File: src/rtl/branch_resolve.sv
module branch_resolve #(
  parameter int ADDR_W = 16,
  parameter int DISP_W = 8
) (
  input  logic [3:0]        br_code,
  input  logic              flag_n,
  input  logic              flag_z,
  input  logic              flag_v,
  input  logic              flag_c,
  input  logic [ADDR_W-1:0] next_pc,
  input  logic [DISP_W-1:0] disp,
  output logic              take_o,
  output logic [ADDR_W-1:0] new_pc
);

  localparam int EXT_W = ADDR_W - DISP_W;

  logic              pair_cond;
  logic              take_v;
  logic [ADDR_W-1:0] offset;
  logic [ADDR_W-1:0] pc_v;

  always_comb begin
    // even code branches on the false sense, odd code inverts it
    unique case (br_code[3:1])
      3'd0: pair_cond = 1'b1;
      3'd1: pair_cond = ~(flag_c | flag_z);
      3'd2: pair_cond = ~flag_c;
      3'd3: pair_cond = ~flag_z;
      3'd4: pair_cond = ~flag_v;
      3'd5: pair_cond = ~flag_n;
      3'd6: pair_cond = ~(flag_n ^ flag_v);
      default: pair_cond = ~(flag_z | (flag_n ^ flag_v));
    endcase
    take_v = pair_cond ^ br_code[0];
    offset = {{EXT_W{disp[DISP_W-1]}}, disp};
    pc_v   = take_v ? next_pc + offset : next_pc;


    always_taken_chk: assert (br_code != 4'h0 || take_v)
      else $error("code 0 not taken");

    never_taken_chk: assert (br_code != 4'h1 || !take_v)
      else $error("code 1 taken");

    unsigned_hi_chk: assert (br_code != 4'h2 || take_v == (!flag_c && !flag_z))
      else $error("higher decision wrong");

    signed_le_chk: assert (br_code != 4'hF || take_v == (flag_z || (flag_n != flag_v)))
      else $error("less-or-equal decision wrong");

    hold_pc_chk: assert (take_v || pc_v == next_pc)
      else $error("pc moved on a branch that was not taken");

    target_pc_chk: assert (!take_v || (pc_v - next_pc) == offset)
      else $error("taken target wrong");
  end

  assign take_o = take_v;
  assign new_pc = pc_v;

endmodule

File: config.mk
export PLATFORM = sky130hd
export DESIGN_NAME = branch_resolve
export DESIGN_NICKNAME = d
export VERILOG_FILES = /design/src/rtl/branch_resolve.sv
export SDC_FILE = /design/constraint.sdc
export NUM_CORES = 1
export LEC_CHECK = 0
export CORE_ASPECT_RATIO = 1.2
export CORE_MARGIN = 2
export CORE_UTILIZATION = 46
export DETAILED_ROUTE_END_ITERATION = 16
export PLACE_DENSITY = 0.95
export SETUP_SLACK_MARGIN = 0.5
export SLEW_MARGIN = 40
export SYNTH_ARGS = -nofsm -noshare
export SYNTH_HDL_FRONTEND = slang
export SYNTH_SLANG_ARGS = --single-unit
File: constraint.sdc
create_clock -name vclk -period 7.4
set_clock_uncertainty 0.15 [all_clocks]
set_input_delay 1.48 -clock vclk [all_inputs]
set_output_delay 1.48 -clock vclk [all_outputs]
set_load 0.03 [all_outputs]
==> results.md <==
* Status: complete, no violations
* # hold bufs at CTS at 0
* Class of the worst hold path: in -> out
* Register area share after synthesis at 0%
* Register area at 0 um2
* Worst setup path start: next_pc[0]
* DR pass1 iterations at 4
* Slew @ Worst Pin at 0.619 ns
* Pwr/cell area at 131 mW/mm2
* Global route overflow at 0
* CP Launch Type: input pin
* Number of antenna violations at the first check in global routing at 0
* # setup viols final at 0
* Antenna cells at 0
* Iteration-0 DRC count of the detailed router at 18
* Final ANT Viol Nets at 0
* Synth warnings at 0
* Critical path type: in -> out
* DP HPWL at 2130 um
* Share of cells above drive strength 1 at 6.25%
* Final WL at 2540 um
* CTS-repair resized insts at 0
* Cells after Synth at 129
* Slowest stage cell on the critical path: clkdlybuf4s50_1
* Max VDD drop at 102 uV
* # clk buffers at 0
* Die area at 0.00250 mm2
* Largest net degree at the start of global routing at 21
* Sum Neg Setup Slack at 0 ns
* Max_cap viols at 0
* Area occupied by multi-input gates at 960 um2
* CP Max Fanout at 3
* Max stage delay on crit path at 0.59 ns
* Mean Syn Cell Area at 7.53 um2
* Rel. slew slack at 58.7%
* Row Count at 18
* Via count at 1136
* Most used cell, CP: clkdlybuf4s50_1
* Ratio of final minimum period to clock period at 81.4%
* Initial cell density of the core at 47.9%
* Fmax at 166 MHz
* Final nets at 226
* Area growth syn-to-layout at 53.5%
* DR WL/cell at 13.0 um
* Area post-placement at 0.00149 mm2
* Final hold vios at 0
* Post-CTS setup repair buffer count at 0
* Mapped Nets at 177
* Most frequent cells in the layout: 49 x clkdlybuf4s50_1, 15 x a21oi_1, 15 x ha_1, 13 x nand2_1
* Final core utilization at 73.5%
* FFs & Latches at 0
* Port buffer count at 49
* Pleak at 0.617 nW
* CP endpoint kind: output port
* Gpl congestion at 0.902
* Netlist Area Pre-Place at 971 um2
* First-pass GRT wire length at 4060 um
* Top Ports at 49
* Slew Limit Fails at 0
* Commonest non-fill, non-tap cell in the layout: clkdlybuf4s50_1
* Final min period at 6.02 ns
* Vias in the first global route at 1028
* Distinct cells, synth at 38
* Fill count at 156
* Detailed-route DRC error count at 0
* Horiz. Die Dim at 45.9 um
* Core area at 0.00203 mm2
* Avg Vias per Cell at 5.80
* Die H at 54.3 um
* Worst path cell trace: clkdlybuf4s50_1 > ha_1 > fa_1 > a21oi_1 > o21ai_0 > a211oi_1 > o31ai_1 > xor2_1 > mux2_2 > clkdlybuf4s50_1
* Hold depth at 3
* Hold Crit Start: next_pc[15]
* Unrepaired setup endpoints after global routing: false
* Post-route cell area at 0.00149 mm2
* Arrival time worst endpoint at 4.39 ns
* Req. time, crit path at 5.77 ns
* Total GRT Usage at 20.4%
-- metal layers --
metal / GRT usage (%) / up-vias / part of all wire (%)
li1: - / 587 / -
met1: 25.7 / 500 / 44
met2: 38.0 / 45 / 50
met3: 0.990 / 4 / 5.5
met4: 2.86 / 0 / 0.90
met5: 0 / - / 0
-- metrics by stage --
| step | total power, mW | setup slack, ns | instances | hold slack (ns) |
|---|---|---|---|---|
| global placement | 0.190 | 1.40 | 196 | 3.94 |
| finish | 0.195 | 1.38 | 196 | 3.93 |
| floorplan | 0.125 | 2.40 | 129 | 2.99 |
| CTS | 0.196 | 1.38 | 196 | 3.94 |
| global route | 0.210 | 1.18 | 196 | 3.98 |
| detailed placement | 0.195 | 1.40 | 196 | 3.94 |
-- worst max-delay path: cells and delay by family --
family	cells	cell delay, ns
buffers and inverters	2	1.01
AOI/OAI and AO/OA	4	0.81
adders and majority gates	2	0.67
muxes	1	0.27
xor gates and xnor gates	1	0.14
-- report_power, final --
| group | total, mW | switching [mW] | internal (mW) |
|---|---|---|---|
| Combinational | 0.195 | 0.102 | 0.0926 |
| Clock | 0 | 0 | 0 |
| Sequential | 0 | 0 | 0 |
-- Yosys cell counts (all sizes together) (2+ instances only) --
library cell	count	area [um2]
a211oi	2	15.0
a21o	4	32.5
a21oi	17	92.6
a31oi	3	25.0
buf	2	15.0
ha	15	188
inv	4	15.0
mux2	12	139
nand2	13	48.8
nand3	3	15.0
nand4	2	12.5
nor2	10	37.5
nor3	2	10.0
o21a	2	15.0
o21ai	8	40.0
xnor2	10	87.6
xor2	5	43.8
-- path summary, 6_finish.rpt --
kind                          to  slack [ns]
worst max-delay path  new_pc[14]        1.38
worst min-delay path  new_pc[15]        3.93
-- logic make-up (layout without fill, tap and decap cells) --
family / after synthesis / in the layout / share of synthesized area, %
multiplexers: 12 / 12 / 14.3
AND/OR/NAND/NOR: 35 / 35 / 16.5
buffers and inverters: 6 / 53 / 3.09
adder cells (fa/ha/maj): 16 / 16 / 21.4
AO/OA/AOI/OAI: 45 / 45 / 31.2
XOR/XNOR: 15 / 15 / 13.5
-- area by class of cell --
class / count / area share, %
repair buffers: 49 / 32.9
multi-input cells: 123 / 64.4
well taps: 20 / 1.68
inverters: 4 / 1.01
Power figures use the tool's default switching activity.
